===== src/rtl/mw_master.sv =====
module mw_master (
  input  logic        clk,
  input  logic        rst_n,
  input  logic        bus_wr,
  input  logic        bus_rd,
  input  logic [2:0]  bus_addr,
  input  logic [15:0] bus_wdata,
  output logic [15:0] bus_rdata,
  output logic        sclk,
  output logic        sdo,
  input  logic        sdi,
  output logic [3:0]  cs_o
);
  logic [15:0] data_q;
  logic [12:0] ctl_q;
  logic [11:0] su_a, su_b;
  logic [2:0]  clk_q;
  logic [3:0]  pcnt, plim;
  logic        tick, rdy, cs_pend, xfer, samp;
  logic [3:0]  cs_on;
  logic [5:0]  cfg, left, wleft, nsum;
  logic [1:0]  hc, hlim;
  logic        busy, wr_ctl, accept, start, fin, rbit;

  function automatic logic [5:0] field(input logic [1:0] i, input logic [11:0] a, input logic [11:0] b);
    logic [11:0] r;
    r = i[1] ? b : a;
    return i[0] ? r[11:6] : r[5:0];
  endfunction

  always_comb
    case (clk_q[2:1])
      2'd0: plim = 4'd1;
      2'd1: plim = 4'd3;
      2'd2: plim = 4'd6;
      default: plim = 4'd9;
    endcase

  assign hlim   = (cfg[4:3] == 2'd0) ? 2'd0 : (cfg[4:3] == 2'd1) ? 2'd1 : 2'd3;
  assign tick   = clk_q[0] && (pcnt == plim);
  assign busy   = xfer | cs_pend;
  assign wr_ctl = bus_wr && (bus_addr == 3'd1);
  assign accept = wr_ctl && !busy;
  assign start  = accept && bus_wdata[13];
  assign nsum   = {1'b0, bus_wdata[9:5]} + {1'b0, bus_wdata[4:0]};
  assign fin    = xfer && tick && (hc == hlim) && sclk && (left == 6'd1);
  assign rbit   = cfg[0] ? sdi : samp;

  genvar g;
  generate
    for (g = 0; g < 4; g++) begin : g_cs
      logic [5:0] f;
      assign f = field(g[1:0], su_a, su_b);
      assign cs_o[g] = cs_on[g] ? f[2] : ~f[2];
    end
  endgenerate

  always_comb
    case (bus_addr)
      3'd0: bus_rdata = data_q;
      3'd1: bus_rdata = {rdy, busy, 1'b0, ctl_q};
      3'd2: bus_rdata = {4'd0, su_a};
      3'd3: bus_rdata = {4'd0, su_b};
      3'd4: bus_rdata = {13'd0, clk_q};
      default: bus_rdata = 16'd0;
    endcase

  always_ff @(posedge clk) begin
    if (!rst_n) begin
      data_q <= '0; ctl_q <= '0; su_a <= '0; su_b <= '0; clk_q <= '0;
      pcnt <= '0; rdy <= 1'b0; cs_pend <= 1'b0; cs_on <= '0; xfer <= 1'b0;
      samp <= 1'b0; cfg <= '0; left <= '0; wleft <= '0; hc <= '0;
      sclk <= 1'b0; sdo <= 1'b0;
    end else begin
      pcnt <= (!clk_q[0] || tick) ? 4'd0 : pcnt + 4'd1;
      if (bus_wr)
        case (bus_addr)
          3'd0: if (!xfer) data_q <= bus_wdata;
          3'd2: su_a <= bus_wdata[11:0];
          3'd3: su_b <= bus_wdata[11:0];
          3'd4: clk_q <= bus_wdata[2:0];
          default: ;
        endcase
      if (accept) ctl_q <= bus_wdata[12:0];

      if (accept && !bus_wdata[13]) cs_pend <= 1'b1;
      else if (cs_pend && tick) begin
        cs_pend <= 1'b0;
        cs_on[ctl_q[11:10]] <= ctl_q[12];
      end

      if (start) rdy <= 1'b0;
      else if (fin && wleft == 6'd0) rdy <= 1'b1;
      else if (bus_rd && bus_addr == 3'd0) rdy <= 1'b0;

      if (start && nsum != 6'd0) begin
        xfer  <= 1'b1;
        cfg   <= field(bus_wdata[11:10], su_a, su_b);
        left  <= nsum;
        wleft <= {1'b0, bus_wdata[9:5]};
        hc    <= '0;
        sclk  <= 1'b0;
        sdo   <= field(bus_wdata[11:10], su_a, su_b) >> 1 & 6'd1 ? (bus_wdata[9:5] != 5'd0) & data_q[15] : 1'b0;
      end else if (xfer && tick) begin
        if (hc != hlim) hc <= hc + 2'd1;
        else begin
          hc <= '0;
          if (!sclk) begin
            sclk <= 1'b1;
            if (!cfg[1] && wleft != 6'd0) sdo <= data_q[15];
            if (!cfg[0]) samp <= sdi;
          end else begin
            sclk   <= 1'b0;
            data_q <= {data_q[14:0], (wleft == 6'd0) ? rbit : 1'b0};
            if (wleft != 6'd0) wleft <= wleft - 6'd1;
            left   <= left - 6'd1;
            sdo    <= (wleft > 6'd1) ? (cfg[1] ? data_q[14] : sdo) : 1'b0;
            if (left == 6'd1) xfer <= 1'b0;
          end
        end
      end
    end
  end
endmodule



===== config.mk =====
export PLATFORM = sky130hd
export DESIGN_NAME = mw_master
export DESIGN_NICKNAME = d
export VERILOG_FILES = /design/src/rtl/mw_master.sv
export SDC_FILE = /design/constraint.sdc
export NUM_CORES = 1
export LEC_CHECK = 0
export ABC_AREA = 1
export BUFFER_PORTS_ARGS = -buffer_cell sky130_fd_sc_hd__buf_2
export CAP_MARGIN = 20
export CORE_UTILIZATION = 50
export CTS_CLUSTER_SIZE = 30
export DETAILED_ROUTE_END_ITERATION = 8
export PLACE_DENSITY = 0.7
export SLEW_MARGIN = 20
export SYNTH_ARGS = -nofsm -noshare
export SYNTH_HDL_FRONTEND = slang
export SYNTH_SLANG_ARGS = --single-unit

===== constraint.sdc =====
create_clock -name clk -period 4.8 [get_ports clk]
set_clock_uncertainty 0.1 [all_clocks]
set_input_delay 0.48 -clock clk [delete_from_list [all_inputs] [get_ports clk]]
set_output_delay 0.48 -clock clk [all_outputs]
set_load 0.1 [all_outputs]

Word-level counts from Yosys, hierarchy flattened
Index checks and enable logic that the tools add are counted.
W data, S select, Z words.
{"block": "op_classes", "add_sub_neg": 5, "n_mul": 0, "div": 0, "magnitude_cmp": 3, "eq_ne": 13, "n_shift": 0, "muxes": 50, "bitwise": 12, "reduce_logical": 48}
{"cell": "$mux W16", "n": 7}
{"cell": "$pmux W16 S5", "n": 1}
{"cell": "$mux W5", "n": 6}
{"cell": "$mux W1", "n": 25}
{"cell": "$mux W6", "n": 4}
{"cell": "$reduce_and A4 Y1", "n": 4}
{"cell": "$logic_and A1 B1 Y1", "n": 15}
{"cell": "$pmux W4 S3", "n": 1}
{"cell": "$reduce_bool A2 Y1", "n": 6}
{"cell": "$reduce_bool A6 Y1", "n": 2}
{"cell": "$sub A6 B1 Y6 const B", "n": 2}
{"cell": "$mux W11", "n": 1}
{"cell": "$not A1 Y1", "n": 10}
{"cell": "$reduce_and A2 Y1", "n": 5}
{"cell": "$add A5 B5 Y6", "n": 1}
{"cell": "$eq A3 B2 Y1 const B", "n": 2}
{"cell": "$eq A6 B1 Y1 const B", "n": 1}
{"cell": "$gt A6 B1 Y1 const B", "n": 1}
{"cell": "$logic_not A6 Y1", "n": 1}
{"cell": "$mux W2", "n": 3}
{"cell": "$reduce_or A2 Y1", "n": 3}
{"cell": "$reduce_and A5 Y1", "n": 1}
{"cell": "$reduce_bool A5 Y1", "n": 1}
{"cell": "$add A4 B1 Y4 const B", "n": 1}
{"cell": "22 further kinds", "n": 27}
{"block": "totals", "regBits": 89, "latchBits": 0, "ramBits": 0, "rom_bits": 0, "input_bits": 24, "out_inout_bits": 22, "word_cells": 149, "n_memories": 0}

Depth between registers and ports, before layout
Gate-level depths: netlist of the first run.
{"block": "depth", "ltp_word": 10, "ltp_mapped": 13, "mapped_depth_nobuf": 13}

Worst setup path after synthesis of the first run
Ideal clock, no wire load.
{"block": "synth_path", "path_kind": "input to output", "from": "input bus_addr[1]", "to": "output bus_rdata[12]", "arrival_time_ps": 2895, "t_required_ps": 4220, "slack_ps": 1325, "cell_stages": 3, "n_path_buf": 0, "cell_sequence": "nor2_1 > nand2_1 > o21ai_0"}
{"block": "synth_via", "elab_chain_len": 2, "word_cells_on_any_way": 6, "classes_between": "eq/ne: 4; mux: 1; reduce/logical: 1"}
{"element": "start: declaration", "line_no": "6", "rtl": "input logic [2:0] bus_addr,"}
{"element": "$eq A3 B3 Y1 (tied with other cells)", "line_no": "59", "rtl": "case (bus_addr)"}
{"element": "$pmux W16 S5 (*)", "line_no": "59"}
{"element": "end: declaration", "line_no": "8", "rtl": "output logic [15:0] bus_rdata,"}
Every way passes the cells marked *; elsewhere a longest branch is shown, timed or not.

Worst setup path in the final report of the first run
{"block": "layout_path", "from": "input bus_addr[1]", "to": "output bus_rdata[3]"}
The elaborated chain is that of the path after synthesis.

==> results.sh, run 1 <==
export IMPL_ios=46
export IMPL_synthCells=688
export IMPL_fin_crit_ns=2.753
export IMPL_area_growth_pct=9.406
export IMPL_grt_overflow=0
export IMPL_power_mw=1.437
export IMPL_end_kind="primary output"
export IMPL_critPathMaxFanout=9
export IMPL_antenna_left=0
export IMPL_critPathBufInv=4
export IMPL_p_leak_nw=2.235
export IMPL_coreArea_um2=8891
export IMPL_h_tree_depth=3
export IMPL_peakVddDrop_uv=126.1
export IMPL_post_route_util_pct=57.78
export IMPL_grt_max_degree=70
export IMPL_die_height_um=98.91
export IMPL_setup_tns_ns=0
export IMPL_die_width_um=98.91
export IMPL_async_flop_share_pct=0
export IMPL_grt_pass1_vias=4293
export IMPL_synth_warnings=0
export IMPL_drive_gt1_share_pct=10.10
export IMPL_first_pass_iters=5
export IMPL_clk_latency_ns=0.36
export IMPL_worst_pin_slew_ns=1.063
export IMPL_wire_per_inst_um=15.31
export IMPL_slew_limit_headroom_pct=28.95
export IMPL_drt_iter0_markers=354
export IMPL_wirelength_mm=12.72
export IMPL_vias=4628
export IMPL_initial_core_util_pct=52.81
export IMPL_critical_path_cell_chain="buf_2, inv_1, nor2_1, nand2_1, inv_1, a22oi_1, o211ai_1, buf_2"
export IMPL_crit_path_max_incr_delay_ns=0.47
export IMPL_io_buffers=45
export IMPL_critPathRequiredTime_ns=4.22
export IMPL_crit_path_start_kind="input pin"
export IMPL_ys_seq_elements=88
export IMPL_setup_viol=0
export IMPL_hold_buffers=0
export IMPL_synth_cell_types=38
export IMPL_hold_path_class="in -> reg"
export IMPL_path_class="in -> out"
export IMPL_cpMaxStageDelayCell="buf_2"
export IMPL_tritoncts="built"
export IMPL_whs_ns=0.2689
export IMPL_clock_sinks=88
export IMPL_rows=34
export IMPL_post_route_period_util_pct=57.34
export IMPL_post_dp_hpwl_mm=9.112
export IMPL_clockBufferDepth=2
export IMPL_arrival_ns=2.17
export IMPL_dieArea_um2=9783
export IMPL_avgSynthCellArea_um2=6.825
export IMPL_num_antenna_cells=0
export IMPL_ctsResizeCount=0
export IMPL_fmax_mhz=363.3
export IMPL_cts_buffers=9
export IMPL_final_nets=755
export IMPL_cap_violations=0
export IMPL_grt_pass1_wl_mm=20.58
export IMPL_finalWorstSetupSlack_ns=2.047
export IMPL_yosysSeqAreaShare_pct=37.52
export IMPL_drv_slew=0
export IMPL_antenna_found_initial=0
export IMPL_synth_nets=725
export IMPL_dp_slack_ns=1.989
export IMPL_hold_violations=0
export IMPL_grt_setup_unrepaired="no"
export IMPL_synth_ff_type="dfxtp_1"
export IMPL_post_cts_buffers=0
export IMPL_cpLargestDelayFamily="buffers and inverters"
export IMPL_gp_congestion=0.8707
export IMPL_outcome="finished, final reports clean"
export IMPL_syn_cell_area_um2=4696
export IMPL_clockRootBuffer="clkbuf_8"
export IMPL_route_detailed_drc=0
export IMPL_final_cell_mix="132 x nand2_1, 93 x inv_1, 89 x o21ai_0"
export IMPL_p_per_area_nw_per_um2=279.7
export IMPL_grt_usage_pct=26.91
export IMPL_avgViaCountPerCell=5.569
export IMPL_clk_pin_slew_ns=0.09
export IMPL_final_common_cell="nand2_1"
export IMPL_synth_edf_count=0
==> metal layers <==
layer  part of all wire [%]  vias up  GRT usage (%)
li1                       -     2307              -
met1                     45     2129          34.03
met2                     47      179          46.53
met3                    7.2       13          5.603
met4                    1.1        0          7.118
met5                      0        -              0
==> worst register-to-register path: cells and delay by family (launching register included) <==
kind / cells / cell delay (ns)
AND/OR/NAND/NOR: 7 / 0.84
adder cells (fa/ha/maj): 1 / 0.30
flip-flops: 1 / 0.35
AO/OA/AOI/OAI: 1 / 0.10
buffers and inverters: 4 / 0.80
==> cell type report <==
type / count / area [µm²]
repair buffers: 47 / 260.3
multi-input cells: 477 / 2442
flip-flops and latches: 88 / 1762
well taps: 108 / 135.1
clock inverters: 4 / 26.28
inverters: 95 / 356.6
fillers: 892 / 3754
clock buffers: 12 / 155.1
==> logic make-up after synthesis <==
group	synth area share (%)
flip-flops	37.52
adder cells (fa/ha/maj)	3.624
XOR/XNOR	3.357
AND/OR/NAND/NOR	24.46
AO/OA/AOI/OAI	20.57
buffers and inverters	10.47
==> report_power, final <==
group	leakage (nW)	internal [mW]	total, mW	switching, mW
clock network	0.0928	0.217	0.492	0.274
registers	0.713	0.747	0.759	0.0123
logic	1.43	0.0514	0.186	0.135
==> synth_stat cells, drive strengths merged (2+ instances only) <==
master | instances | area, µm²
ha | 12 | 150.1
o2111ai | 7 | 61.31
nor2 | 67 | 261.5
a21oi | 68 | 340.3
xnor2 | 10 | 87.58
or2 | 2 | 12.52
o211ai | 3 | 22.52
nand4 | 12 | 96.34
nand2 | 134 | 513.0
o21ai | 95 | 475.5
xor2 | 8 | 70.07
o22ai | 2 | 12.51
inv | 95 | 356.6
nand3 | 42 | 210.2
dfxtp | 88 | 1762
buf | 12 | 73.82
nor3 | 5 | 41.29
a22oi | 6 | 45.04
clkbuf | 16 | 61.30
==> metrics by stage <==
| step | instances | instance area, µm² |
|---|---|---|
| after detailed placement | 814 | 4928 |
| after global routing | 831 | 5137 |
| after CTS | 830 | 5110 |
| after floorplan | 688 | 4696 |
| after global placement | 814 | 4928 |
| final | 831 | 5137 |
==> registers in the layout, summed over array words and instances, names as in the netlist <==
| register | flops |
|---|---|
| data_q | 16 |
| rdy | 1 |
| xfer | 1 |
| hc | 2 |
| cs_pend | 1 |
| samp | 1 |
| wleft | 6 |
| pcnt | 4 |
| sclk | 1 |
| cs_on | 4 |
| ctl_q | 13 |
| left | 6 |
| cfg | 4 |
| sdo | 1 |
| su_a | 12 |
| su_b | 12 |
| clk_q | 3 |
==> path summary, 6_finish.rpt <==
path | from | endpoint | slack [ns] | depth (start not counted)
setup / recovery | bus_addr[1] | bus_rdata[3] | 2.05 | 8
setup reg to reg | clk_q[1] | left[4] | 2.25 | 13
hold / removal | sdi | samp | 0.27 | 3
hold reg to reg | left[5] | left[5] | 0.37 | 2
Note: power is estimated with default switching activity, not from simulation.
==> run 2, diff against run 1 <==
clock period = 2.6 ns   (was 4.8 ns; I/O delays follow)
==> run 2 against run 1 <==
Effect of this change: worst setup slack lost 1.7 ns; largest cell class unchanged; clock power is 110% higher; via count is 0.37% higher.
==> results.sh, run 2 (synthesis gave the netlist of run 1 again) <==
export IMPL_cap_violations=0
export IMPL_clkPwrFrac_pct=37.5
export IMPL_wire_per_inst_um=15.20
export IMPL_largest_reg_flops=16
export IMPL_clk_latency_ns=0.37
export IMPL_fin_area_um2=5223
export IMPL_internal_power_mw=2.037
export IMPL_first_pass_iters=7
export IMPL_drv_slew=0
export IMPL_critPathRequiredTime_ns=2.76
export IMPL_crit_path_max_incr_delay_ns=0.34
export IMPL_arrival_ns=2.39
export IMPL_coreArea_um2=8891
export IMPL_power_mw=2.795
export IMPL_switchingPower_uw=758.0
export IMPL_path_class="reg -> reg"
export IMPL_vias=4645
export IMPL_switching_share_pct=27.13
export IMPL_antenna_found_initial=0
export IMPL_grt_overflow=0
export IMPL_hold_buffers=0
export IMPL_die_width_um=98.91
export IMPL_post_dp_hpwl_mm=9.318
export IMPL_crit_path_start_kind="flop"
export IMPL_post_cts_buffers=0
export IMPL_critical_path_cell_chain="inv_1, ha_1, inv_1, nand2_1, nand2_1, nor2_1, nand4_2, nor2_2, buf_4, nand2_1, inv_1, nand2_1, nand3_1, nor2_1"
export IMPL_gp_congestion=0.8949
export IMPL_grt_setup_unrepaired="no"
export IMPL_critPathBufInv=4
export IMPL_p_leak_nw=2.286
export IMPL_h_tree_depth=3
export IMPL_num_antenna_cells=0
export IMPL_clock_sinks=88
export IMPL_final_common_cell="nand2_1"
export IMPL_initial_core_util_pct=52.81
export IMPL_finalWorstSetupSlack_ns=0.3758
export IMPL_placed_cell_area_um2=5004
export IMPL_wirelength_mm=12.75
export IMPL_dieArea_um2=9783
export IMPL_end_kind="flop"
export IMPL_outcome="finished, final reports clean"
export IMPL_ios=46
export IMPL_final_nets=764
export IMPL_seqPwrFrac_pct=50.2
export IMPL_critPathMaxFanout=17
export IMPL_antenna_left=0
export IMPL_grt_pass1_vias=4221
export IMPL_grt_pass1_wl_mm=20.76
export IMPL_p_per_area_nw_per_um2=535.1
export IMPL_worst_pin_slew_ns=0.6273
export IMPL_dp_slack_ns=0.1652
export IMPL_post_route_period_util_pct=85.55
export IMPL_tritoncts="built"
export IMPL_hold_path_class="in -> reg"
export IMPL_area_growth_pct=11.22
export IMPL_die_height_um=98.91
export IMPL_cpLargestDelayFamily="simple AND/OR/NAND/NOR gates"
export IMPL_ctsResizeCount=0
export IMPL_clockRootBuffer="clkbuf_8"
export IMPL_clk_pin_slew_ns=0.08
export IMPL_grt_usage_pct=27.30
export IMPL_fmax_mhz=449.6
export IMPL_io_buffers=45
export IMPL_clockBufferDepth=2
export IMPL_pwr_share_comb_pct=12.3
export IMPL_drive_gt1_share_pct=11.22
export IMPL_rows=34
export IMPL_avgViaCountPerCell=5.536
export IMPL_peakVddDrop_uv=297.7
export IMPL_crit_top_cell="nand2_1"
export IMPL_grt_max_degree=41
export IMPL_final_cell_mix="132 x nand2_1, 93 x inv_1, 89 x o21ai_0"
export IMPL_route_detailed_drc=0
export IMPL_drt_iter0_markers=377
export IMPL_reg_top3="data_q (16), ctl_q (13)"
export IMPL_slew_limit_headroom_pct=58.13
export IMPL_setup_viol=0
export IMPL_fin_crit_ns=2.224
export IMPL_cpMaxStageDelayCell="dfxtp_1"
export IMPL_hold_violations=0
export IMPL_cts_buffers=9
export IMPL_largest_register="data_q"
-- run 2: cell count changes in the layout (fill, tap and decap cells not counted), sizes merged --
cell | before | now
buf | 47 | 56
bufinv | 0 | 2
clkbuf | 12 | 10
inv | 96 | 95
-- run 2: power groups by stage --
stage,registers [mW],clock network [mW],logic [mW]
detailed placement,1.43,0,0.338
global route,1.41,1.12,0.380
CTS,1.40,1.06,0.340
floorplan,1.43,0,0.239
finish,1.40,1.05,0.344
global placement,1.43,0,0.332
-- run 2: layout make-up --
cell class	instances	area (µm²)
Clock buffer	10	137.6
Timing Repair Buffer	56	307.8
Multi-Input combinational cell	477	2442
Inverter	95	356.6
Clock inverter	5	81.33
Fill cell	846	3669
Sequential cell	88	1762
Tap cell	108	135.1
-- run 2: worst paths after layout --
| path | start | cells after the start | slack, ns | end |
|---|---|---|---|---|
| setup / recovery | clk_q[1] | 14 | 0.38 | wleft[0] |
| hold / removal | sdi | 3 | 0.03 | samp |
| setup reg to reg | clk_q[1] | 14 | 0.38 | wleft[0] |
| hold reg to reg | rdy | 2 | 0.37 | rdy |
-- run 2: routing by layer --
metal | global-route usage (%) | share of wire (%)
met2 | 43.95 | 46
met3 | 4.043 | 6.7
met4 | 9.414 | 1.7
met5 | 0 | 0
met1 | 37.35 | 45
-- run 2: worst min-delay path: cells and delay by family --
| kind | cells | cell delay, ns |
|---|---|---|
| buffers and inverters | 1 | 0.09 |
| AND/OR/NAND/NOR | 2 | 0.12 |
-- run 2: stage by stage --
| stage | std cells | setup TNS [ns] | hold WS (ns) | utilization, % |
|---|---|---|---|---|
| floorplan | 688 | -1.305 | 0.2949 | - |
| global placement | 824 | 0 | 0.3487 | 56.28 |
| detailed placement | 824 | 0 | 0.3559 | 56.28 |
| CTS | 839 | 0 | 0.03905 | 58.74 |
| global route | 839 | 0 | 0.04218 | 58.74 |
| finish | 839 | 0 | 0.03481 | 58.74 |
==> run 3, diff against run 2 <==
CORE_ASPECT_RATIO = 1.75   (was not set)
==> run 3 against run 2 <==
Effect of this change: worst setup slack lost 0.067 ns; sequential cell count did not move; cell area rose by 3.2%; first-iteration DRC count rose by 2.4%; hold slack improved by 0.024 ns; wire length rose by 5.7%; global-route usage is 2.1 points higher; critical path type unchanged.
==> results.sh, run 3 (synthesis gave the netlist of run 1 again) <==
export IMPL_num_antenna_cells=0
export IMPL_finalWorstSetupSlack_ns=0.3084
export IMPL_grt_setup_unrepaired="no"
export IMPL_clk_latency_ns=0.34
export IMPL_end_kind="flop"
export IMPL_worst_pin_slew_ns=0.6105
export IMPL_busiest_layer="met2"
export IMPL_post_dp_hpwl_mm=9.967
export IMPL_tritoncts="built"
export IMPL_clockBufferDepth=2
export IMPL_rows=46
export IMPL_grt_max_degree=64
export IMPL_wirelength_mm=13.48
export IMPL_grtUsageMet2_pct=51.67
export IMPL_setup_viol=0
export IMPL_peakVddDrop_uv=497.0
export IMPL_post_route_period_util_pct=88.14
export IMPL_clk_pin_slew_ns=0.06
export IMPL_grt_pass1_wl_mm=21.54
export IMPL_grt_usage_pct=29.45
export IMPL_fmax_mhz=436.4
export IMPL_first_pass_iters=5
export IMPL_drive_gt1_share_pct=11.58
export IMPL_multi_input_area_um2=2442
export IMPL_fin_crit_ns=2.292
export IMPL_grt_pass1_vias=4534
export IMPL_h_tree_depth=3
export IMPL_route_detailed_drc=0
export IMPL_reg_top3="data_q (16), ctl_q (13)"
export IMPL_cap_violations=0
export IMPL_final_nets=766
export IMPL_post_route_util_pct=59.26
export IMPL_critPathRequiredTime_ns=2.74
export IMPL_ctsResizeCount=0
export IMPL_ios=46
export IMPL_initial_core_util_pct=51.64
export IMPL_drv_slew=0
export IMPL_dp_slack_ns=0.1352
export IMPL_p_leak_nw=2.359
export IMPL_final_cell_mix="132 x nand2_1, 93 x inv_1, 89 x o21ai_0"
export IMPL_cts_buffers=9
export IMPL_seq_area_um2=1762
export IMPL_gp_congestion=0.9111
export IMPL_p_per_area_nw_per_um2=608.4
export IMPL_antenna_found_initial=0
export IMPL_post_cts_buffers=0
export IMPL_critPathMaxFanout=10
export IMPL_final_common_cell="nand2_1"
export IMPL_io_buffers=45
export IMPL_drt_iter0_markers=386
export IMPL_die_width_um=75.26
export IMPL_met3_usage_pct=4.247
export IMPL_setup_tns_ns=0
export IMPL_crit_path_start_kind="flop"
export IMPL_wire_per_inst_um=15.79
export IMPL_grt_overflow=0
export IMPL_avgViaCountPerCell=5.502
export IMPL_hold_violations=0
export IMPL_largest_reg_flops=16
export IMPL_area_growth_pct=14.76
export IMPL_clock_sinks=88
export IMPL_largest_register="data_q"
export IMPL_fillers=911
export IMPL_slew_limit_headroom_pct=59.25
export IMPL_hold_path_class="in -> reg"
export IMPL_die_height_um=130.2
export IMPL_dieArea_um2=9798
export IMPL_antenna_left=0
export IMPL_grt_use_met1_pct=32.39
export IMPL_vias=4699
export IMPL_outcome="finished, final reports clean"
export IMPL_path_class="reg -> reg"
export IMPL_hold_buffers=0
export IMPL_coreArea_um2=9094
export IMPL_arrival_ns=2.43
export IMPL_clockRootBuffer="clkbuf_16"
-- run 3: changes by cell type in the layout (fill, tap and decap cells not counted) --
cell / delta
clkinv_4: -1
buf_4: +2
clkbuf_8: -8
clkbuf_16: +9
bufinv_16: +1
-- run 3: cell type report --
| type | instances | share of cell area (%) |
|---|---|---|
| inverters | 95 | 6.617 |
| well taps | 120 | 2.786 |
| repair buffers | 58 | 5.990 |
| clock buffers | 11 | 4.690 |
| flip-flops and latches | 88 | 32.69 |
| multi-input cells | 477 | 45.32 |
| clock inverters | 5 | 1.904 |
-- run 3: layer usage --
metal	vias to the layer above	share of wire (%)
met1	2149	38
met3	46	5.4
met5	-	0
met2	172	52
met4	0	4.9
li1	2332	-
-- run 3: metrics by stage --
| step | hold WS [ns] | std cells | cell area [µm²] | power (mW) |
|---|---|---|---|---|
| finish | 0.05838 | 854 | 5389 | 3.279 |
| global route | 0.09880 | 854 | 5389 | 3.378 |
| CTS | 0.05499 | 854 | 5389 | 3.281 |
| detailed placement | 0.3539 | 838 | 5034 | 1.776 |
| global placement | 0.3495 | 838 | 5034 | 1.769 |
| floorplan | 0.2949 | 688 | 4696 | 1.667 |
-- run 3: path summary, 6_finish.rpt --
path	slack, ns	end	start	cells past startpoint
max	0.31	data_q[10]	clk_q[1]	12
min	0.06	samp	sdi	3
max reg2reg	0.31	data_q[10]	clk_q[1]	12
min reg2reg	0.36	left[5]	left[5]	2
-- run 3: critical path, stage by stage (launching register included) --
cell     delay, ns
dfxtp_1       0.33
inv_1         0.09
ha_1          0.31
inv_1         0.05
nand2_1       0.05
nand2_1       0.05
nor2_1        0.14
nand4_2       0.18
nor2_2        0.28
inv_1         0.20
buf_4         0.23
nor2_1        0.12
nor2_1        0.06
-- run 3: power breakdown --
| part | switching, mW | internal (mW) | total, mW | leakage, nW |
|---|---|---|---|---|
| combinational | 0.253 | 0.0969 | 0.350 | 1.47 |
| clock | 0.536 | 0.990 | 1.53 | 0.172 |
| sequential | 0.0234 | 1.38 | 1.40 | 0.713 |
